$ cat config.mk
export PLATFORM = sky130hd
export DESIGN_NAME = cond_detect
export DESIGN_NICKNAME = d
export VERILOG_FILES = /design/src/rtl/cdet_pkg.sv /design/src/rtl/cdet_cfg.sv /design/src/rtl/cdet_dly.sv /design/src/rtl/cdet_pla.sv /design/src/rtl/cond_detect.sv
export SDC_FILE = /design/constraint.sdc
export NUM_CORES = 1
export LEC_CHECK = 0
export ABC_AREA = 1
export BUFFER_PORTS_ARGS = -buffer_cell sky130_fd_sc_hd__buf_2
export CAP_MARGIN = 5
export CORE_AREA = 2 2 136 138
export CTS_BUF_LIST = sky130_fd_sc_hd__clkbuf_4 sky130_fd_sc_hd__clkbuf_8 sky130_fd_sc_hd__clkbuf_16
export CTS_CLUSTER_DIAMETER = 30
export DETAILED_ROUTE_END_ITERATION = 12
export DIE_AREA = 0 0 138 140
export PLACE_DENSITY = 0.76
export SYNTH_ARGS = -nofsm -noshare
export SYNTH_HDL_FRONTEND = slang
export SYNTH_SLANG_ARGS = --single-unit
$ cat constraint.sdc
create_clock -name clk_i -period 4.05 [get_ports clk_i]
set_input_delay 0.2025 -clock clk_i [delete_from_list [all_inputs] [get_ports clk_i]]
set_output_delay 0.2025 -clock clk_i [all_outputs]
set_load 0.02 [all_outputs]
$ cat src/rtl/cdet_pkg.sv
package cdet_pkg;
  localparam int N_IN    = 8;
  localparam int DLY_MAX = 6;
  localparam int N_TERM  = 8;
  localparam int N_OUT   = 4;

  typedef enum logic [1:0] {
    RG_DLY  = 2'd0,
    RG_TERM = 2'd1,
    RG_OR   = 2'd2,
    RG_NONE = 2'd3
  } region_e;

  function automatic int idx_w(input int a, input int b, input int c);
    int m;
    m = (a > b) ? a : b;
    m = (m > c) ? m : c;
    return (m > 1) ? $clog2(m) : 1;
  endfunction
endpackage

$ cat src/rtl/cdet_cfg.sv
module cdet_cfg #(
  parameter  int N_IN   = 8,
  parameter  int N_TERM = 8,
  parameter  int N_OUT  = 4,
  parameter  int DLY_W  = 3,
  parameter  int IDX_W  = 3,
  localparam int ADDR_W = IDX_W + 2,
  localparam int DATA_W = 2 * N_IN
) (
  input  logic                             clk_i,
  input  logic                             rst_ni,
  input  logic                             we_i,
  input  logic [ADDR_W-1:0]                addr_i,
  input  logic [DATA_W-1:0]                wdata_i,
  output logic [N_IN-1:0][DLY_W-1:0]       dly_o,
  output logic [N_TERM-1:0][DATA_W-1:0]    term_o,
  output logic [N_OUT-1:0][N_TERM-1:0]     or_o
);
  import cdet_pkg::*;

  logic [1:0]       region;
  logic [IDX_W-1:0] idx;
  logic [N_IN-1:0][DLY_W-1:0]    dly_q;
  logic [N_TERM-1:0][DATA_W-1:0] term_q;
  logic [N_OUT-1:0][N_TERM-1:0]  or_q;

  assign region = addr_i[ADDR_W-1 -: 2];
  assign idx    = addr_i[IDX_W-1:0];

  always_ff @(posedge clk_i or negedge rst_ni) begin
    if (!rst_ni) begin
      dly_q  <= '0;
      term_q <= '0;
      or_q   <= '0;
    end else if (we_i) begin
      for (int i = 0; i < N_IN; i++)
        if (region == RG_DLY && int'(idx) == i) dly_q[i] <= wdata_i[DLY_W-1:0];
      for (int j = 0; j < N_TERM; j++)
        if (region == RG_TERM && int'(idx) == j) term_q[j] <= wdata_i;
      for (int o = 0; o < N_OUT; o++)
        if (region == RG_OR && int'(idx) == o) or_q[o] <= wdata_i[N_TERM-1:0];
    end
  end

  assign dly_o  = dly_q;
  assign term_o = term_q;
  assign or_o   = or_q;

  AST_CFG_HOLD: assert property (@(posedge clk_i) disable iff (!rst_ni)
    !we_i |=> ($stable(dly_q) && $stable(term_q) && $stable(or_q)));

  for (genvar i = 0; i < N_IN; i++) begin : g_dly_chk
    AST_DLY_WRITE_LANDS: assert property (@(posedge clk_i) disable iff (!rst_ni)
      (we_i && region == RG_DLY && int'(idx) == i) |=> dly_q[i] == $past(wdata_i[DLY_W-1:0]));
  end

  AST_NONE_REGION_INERT: assert property (@(posedge clk_i) disable iff (!rst_ni)
    (we_i && region == RG_NONE) |=> ($stable(dly_q) && $stable(term_q) && $stable(or_q)));
endmodule

$ cat src/rtl/cdet_dly.sv
module cdet_dly #(
  parameter int DLY_MAX = 6,
  parameter int DLY_W   = 3
) (
  input  logic             clk_i,
  input  logic             rst_ni,
  input  logic             in_i,
  input  logic [DLY_W-1:0] dly_i,
  output logic             out_o
);
  logic [DLY_MAX-1:0] st_q;
  logic [DLY_W-1:0]   sel;

  always_ff @(posedge clk_i or negedge rst_ni) begin
    if (!rst_ni) st_q <= '0;
    else begin
      st_q[0] <= in_i;
      for (int k = 1; k < DLY_MAX; k++) st_q[k] <= st_q[k-1];
    end
  end

  // out-of-range settings saturate at the deepest tap
  assign sel = (int'(dly_i) > DLY_MAX) ? DLY_W'(DLY_MAX) : dly_i;

  always_comb begin
    out_o = in_i;
    for (int k = 1; k <= DLY_MAX; k++)
      if (int'(sel) == k) out_o = st_q[k-1];
  end
endmodule

$ cat src/rtl/cdet_pla.sv
module cdet_pla #(
  parameter  int N_IN   = 8,
  parameter  int N_TERM = 8,
  parameter  int N_OUT  = 4,
  localparam int DATA_W = 2 * N_IN
) (
  input  logic [N_IN-1:0]                  x_i,
  input  logic [N_TERM-1:0][DATA_W-1:0]    term_i,
  input  logic [N_OUT-1:0][N_TERM-1:0]     or_i,
  output logic [N_TERM-1:0]                hit_o,
  output logic [N_OUT-1:0]                 cond_o
);
  for (genvar j = 0; j < N_TERM; j++) begin : g_term
    logic [N_IN-1:0] t_en, c_en;
    assign t_en = term_i[j][N_IN-1:0];
    assign c_en = term_i[j][DATA_W-1:N_IN];
    // an empty term is forced low so it never fires
    assign hit_o[j] = (|(t_en | c_en)) && ((t_en & ~x_i) == '0) && ((c_en & x_i) == '0);
  end

  for (genvar o = 0; o < N_OUT; o++) begin : g_or
    assign cond_o[o] = |(or_i[o] & hit_o);
  end
endmodule

$ cat src/rtl/cond_detect.sv
module cond_detect #(
  parameter  int N_IN    = cdet_pkg::N_IN,
  parameter  int DLY_MAX = cdet_pkg::DLY_MAX,
  parameter  int N_TERM  = cdet_pkg::N_TERM,
  parameter  int N_OUT   = cdet_pkg::N_OUT,
  localparam int DLY_W   = $clog2(DLY_MAX + 2),
  localparam int IDX_W   = cdet_pkg::idx_w(N_IN, N_TERM, N_OUT),
  localparam int ADDR_W  = IDX_W + 2,
  localparam int DATA_W  = 2 * N_IN
) (
  input  logic              clk_i,
  input  logic              rst_ni,
  input  logic              en_i,
  input  logic [N_IN-1:0]   sig_i,
  input  logic              cfg_we_i,
  input  logic [ADDR_W-1:0] cfg_addr_i,
  input  logic [DATA_W-1:0] cfg_wdata_i,
  output logic [N_OUT-1:0]  flag_o
);
  logic [N_IN-1:0][DLY_W-1:0]    dly;
  logic [N_TERM-1:0][DATA_W-1:0] term;
  logic [N_OUT-1:0][N_TERM-1:0]  orm;
  logic [N_IN-1:0]               aligned;
  logic [N_TERM-1:0]             hit;
  logic [N_OUT-1:0]              cond;
  logic [N_OUT-1:0]              flag_q;

  cdet_cfg #(
    .N_IN(N_IN), .N_TERM(N_TERM), .N_OUT(N_OUT), .DLY_W(DLY_W), .IDX_W(IDX_W)
  ) i_cfg (
    .clk_i, .rst_ni,
    .we_i(cfg_we_i), .addr_i(cfg_addr_i), .wdata_i(cfg_wdata_i),
    .dly_o(dly), .term_o(term), .or_o(orm)
  );

  for (genvar i = 0; i < N_IN; i++) begin : g_dly
    cdet_dly #(.DLY_MAX(DLY_MAX), .DLY_W(DLY_W)) i_dly (
      .clk_i, .rst_ni, .in_i(sig_i[i]), .dly_i(dly[i]), .out_o(aligned[i])
    );
  end

  cdet_pla #(.N_IN(N_IN), .N_TERM(N_TERM), .N_OUT(N_OUT)) i_pla (
    .x_i(aligned), .term_i(term), .or_i(orm), .hit_o(hit), .cond_o(cond)
  );

  always_ff @(posedge clk_i or negedge rst_ni) begin
    if (!rst_ni) flag_q <= '0;
    else         flag_q <= en_i ? cond : '0;
  end

  assign flag_o = flag_q;

  AST_FLAG_OFF_WHEN_DISABLED: assert property (@(posedge clk_i) disable iff (!rst_ni)
    !$past(en_i) |-> flag_o == '0);

  for (genvar o = 0; o < N_OUT; o++) begin : g_out_chk
    AST_FLAG_NEEDS_ROUTE: assert property (@(posedge clk_i) disable iff (!rst_ni)
      flag_o[o] |-> $past(orm[o] != '0));
  end

  for (genvar j = 0; j < N_TERM; j++) begin : g_term_chk
    AST_EMPTY_TERM_SILENT: assert property (@(posedge clk_i) disable iff (!rst_ni)
      (term[j] == '0) |-> !hit[j]);
  end
endmodule

==> results.cfg <==
[clock_network]
cts_resized = 0
cts_tree = yes
cts.htree.levels = 2
clock-root-buffer = clkbuf_16
post-cts-setup-buffers = 0
numCtsBuffers = 44
cts.sink_count = 236
path_clk_slew_ns = 0.05
clockBufferDepth = 3
clock_latency_ns = 0.53

[grt]
globalRouteTotalUtil_pct = 31.8
grt.overflow.total = 0
antenna_found_initial = 0
grt_pass1_vias = 8968
grt_pass1_wl_mm = 48.3
grt_max_degree = 123

[synthesis]
yosysUniqueCellTypes = 25
syn_inst = 1295
ys_seq_area_share_pct = 56.2
yosysTopAreaCell = dfrtp_1
synthSimpleGateAreaFrac_pct = 28.8
syn_nets = 1328
synth_top_area_share_pct = 56.2
synth.area.top_cells = dfrtp_1 (56%), nand2_1 (17%), o21ai_0 (8.8%)
synth_warnings = 0
synth_adder_area_share_pct = 0
syn_avg_cell_area_um2 = 8.11
post_synth_xor_area_fraction_pct = 0
synth_top_family_by_area = simple AND/OR/NAND/NOR gates
ys_ff_latch = 236
synth_compound_area_share_pct = 9.98
synth_area_mm2 = 0.0105
synth_mux_area_share_pct = 0

[placed_design]
port-buffer-count = 36
place_congestion = 0.952
place_inst = 1518
hpwl_mm = 18.7

[final_layout]
fin_nets = 1378
instances_no_fill = 1607
drive_above_1_share_pct = 12.0
fill_cells = 1362
antenna_cells = 0
area_growth_pct = 19.6

[setup_path]
critPathMaxFanout = 8
critPathKind = reg2reg
end_kind = register
critPathLaunchType = register
arrival_ns = 2.77
worstPathRequired_ns = 4.50

[floorplan]
fp.dieW_um = 138
dieHeight_um = 140
die_area_mm2 = 0.0193
initial_core_util_pct = 59.1
top_level_ports = 37
rows = 49
core_area_mm2 = 0.0178

[route]
avgRoutedWirePerCell_um = 18.9
ant_nets = 0
dr.first_iter.drc_count = 949
firstDrtPassIters = 6
dr_total_vias = 9362
routed_wl_mm = 30.3
drt-vias-per-instance = 5.83
drc = 0

[timing]
rsz0062_at_grt = false
worst_clock_skew_ns = 0.0115
tns_ns = 0
worst_slew_pin_slew_ns = 0.961
timing.final.crit_period_ns = 2.32
hold_viol = 0
setup_viol = 0
slew_headroom_pct = 35.9
max_freq_mhz = 431
hold-worst-slack_ns = 0.144
period_share_pct = 57.4
slew_violations = 0

[pwr]
power_leakage_nw = 6.31
p_per_area_mw_per_mm2 = 701
peakVddDrop_uv = 465

[hold_path]
hold_path_class = in2reg

[run_status]
status = complete, no violations

[job]
cap_violations = 0
## worst paths after layout
path,cells past startpoint,to,startpoint,slack [ns]
min in group asynchronous,2,i_cfg.dly_o[23]$_DFFE_PN0P_,rst_ni,0.35
setup reg to reg,15,flag_o[0]$_DFF_PN0_,i_cfg.dly_o[3]$_DFFE_PN0P_,1.73
max in group asynchronous,3,i_cfg.term_o[21]$_DFFE_PN0P_,rst_ni,2.63
hold / removal,3,i_cfg.term_o[94]$_DFFE_PN0P_,cfg_wdata_i[14],0.14
setup / recovery,15,flag_o[0]$_DFF_PN0_,i_cfg.dly_o[3]$_DFFE_PN0P_,1.73
hold reg to reg,0,g_dly[0].i_dly.st_q[4]$_DFF_PN0_,g_dly[0].i_dly.st_q[3]$_DFF_PN0_,0.37
## per-layer routing
layer  vias to the layer above  share of wire (%)  global-route usage [%]
met5                         -                  0                       0
met4                         0                3.7                    13.1
met3                        95                9.9                    7.59
met2                       482                 46                    50.3
met1                      4504                 40                    42.7
li1                       4281                  -                       -
## flip-flops by register name (all words and copies together) (netlist names)
| name | cells |
|---|---|
| g_dly.i_dly.st_q | 48 |
| i_cfg.or_o | 32 |
| i_cfg.term_o | 128 |
| i_cfg.dly_o | 24 |
| flag_o | 4 |
## synthesized netlist by cell type
master,n
buf_6,5
o21ai_1,3
a21oi_1,12
nor3_2,1
dfrtp_1,236
nand3_1,97
o21ai_0,185
nand2_2,19
nand3b_1,2
nand2_4,2
inv_2,9
clkbuf_1,39
nor2_2,13
nand2_1,465
or2_2,2
or2_1,1
buf_2,1
inv_1,77
nand4_1,6
nor3_1,11
nor3b_2,1
nor4_1,14
nor2_1,89
a211oi_2,1
o2bb2ai_1,4
## logic make-up after synthesis
| group | count (synthesis) |
|---|---|
| DFF | 236 |
| and+or+nand+nor | 723 |
| AOI/OAI and AO/OA | 205 |
| buffers and inverters | 131 |
## through the flow
| step | total power [mW] | instance area [um2] | utilization (%) | setup slack (ns) |
|---|---|---|---|---|
| 3_5_place_dp | 4.66 | 10800 | 60.8 | 1.82 |
| 2_1_floorplan | 4.11 | 10500 | - | 2.42 |
| 6_report | 8.82 | 12600 | 70.7 | 1.73 |
| 4_1_cts | 8.79 | 12600 | 70.7 | 1.77 |
| 5_1_grt | 9.18 | 12600 | 70.7 | 1.51 |
| 3_3_place_gp | 4.61 | 10800 | 60.8 | 1.89 |
## area by class of cell
class / instances / area (um2) / share of cell area (%)
Multi-Input combinational cell: 928 / 4070 / 32.4
Timing Repair Buffer: 49 / 325 / 2.59
Clock buffer: 55 / 1240 / 9.90
Tap cell: 229 / 287 / 2.28
Clock inverter: 24 / 415 / 3.30
Inverter: 86 / 323 / 2.57
Sequential cell: 236 / 5910 / 47.0
## where the power goes
| group | leakage (nW) | internal, mW | total (mW) | switching, mW |
|---|---|---|---|---|
| Combinational | 2.49 | 0.512 | 1.63 | 1.12 |
| Clock | 0.819 | 2.86 | 4.08 | 1.22 |
| Sequential | 3.00 | 2.75 | 3.10 | 0.349 |
| Total | 6.31 | 6.13 | 8.82 | 2.69 |
## critical path, stage by stage, from the launching register on
cell and delay (ns):
dfrtp_1 0.43, inv_2 0.09, nand2_1 0.05, nand3_1 0.07, nand2_1 0.10, nand2_2 0.24
nand2_2 0.14, inv_2 0.20, nor2_1 0.06, nor2_1 0.10, nand2_1 0.07, nor2_2 0.26
nand3_1 0.14, nand2_1 0.10, nor2_1 0.05, a21oi_1 0.13
## repair_timing
item | in CTS | in global routing
endpoints found under the setup margin | 0 | 0
hold endpoints to repair | 131 | 0
hold buffers | 10 | 0
## cell usage in the layout (no fill, tap or decap), drive strengths merged
master,n
nor3,12
nand2,486
nor3b,1
nand3,97
clkinv,9
inv,88
bufinv,11
clkbuf,55
dfrtp,236
o2bb2ai,4
nand3b,2
or2,3
buf,39
nor4,14
a21oi,12
o21ai,188
nand4,6
dlygate4sd3,10
clkinvlp,2
a211oi,1
nor2,102
Note: power is estimated with default switching activity, not from simulation.
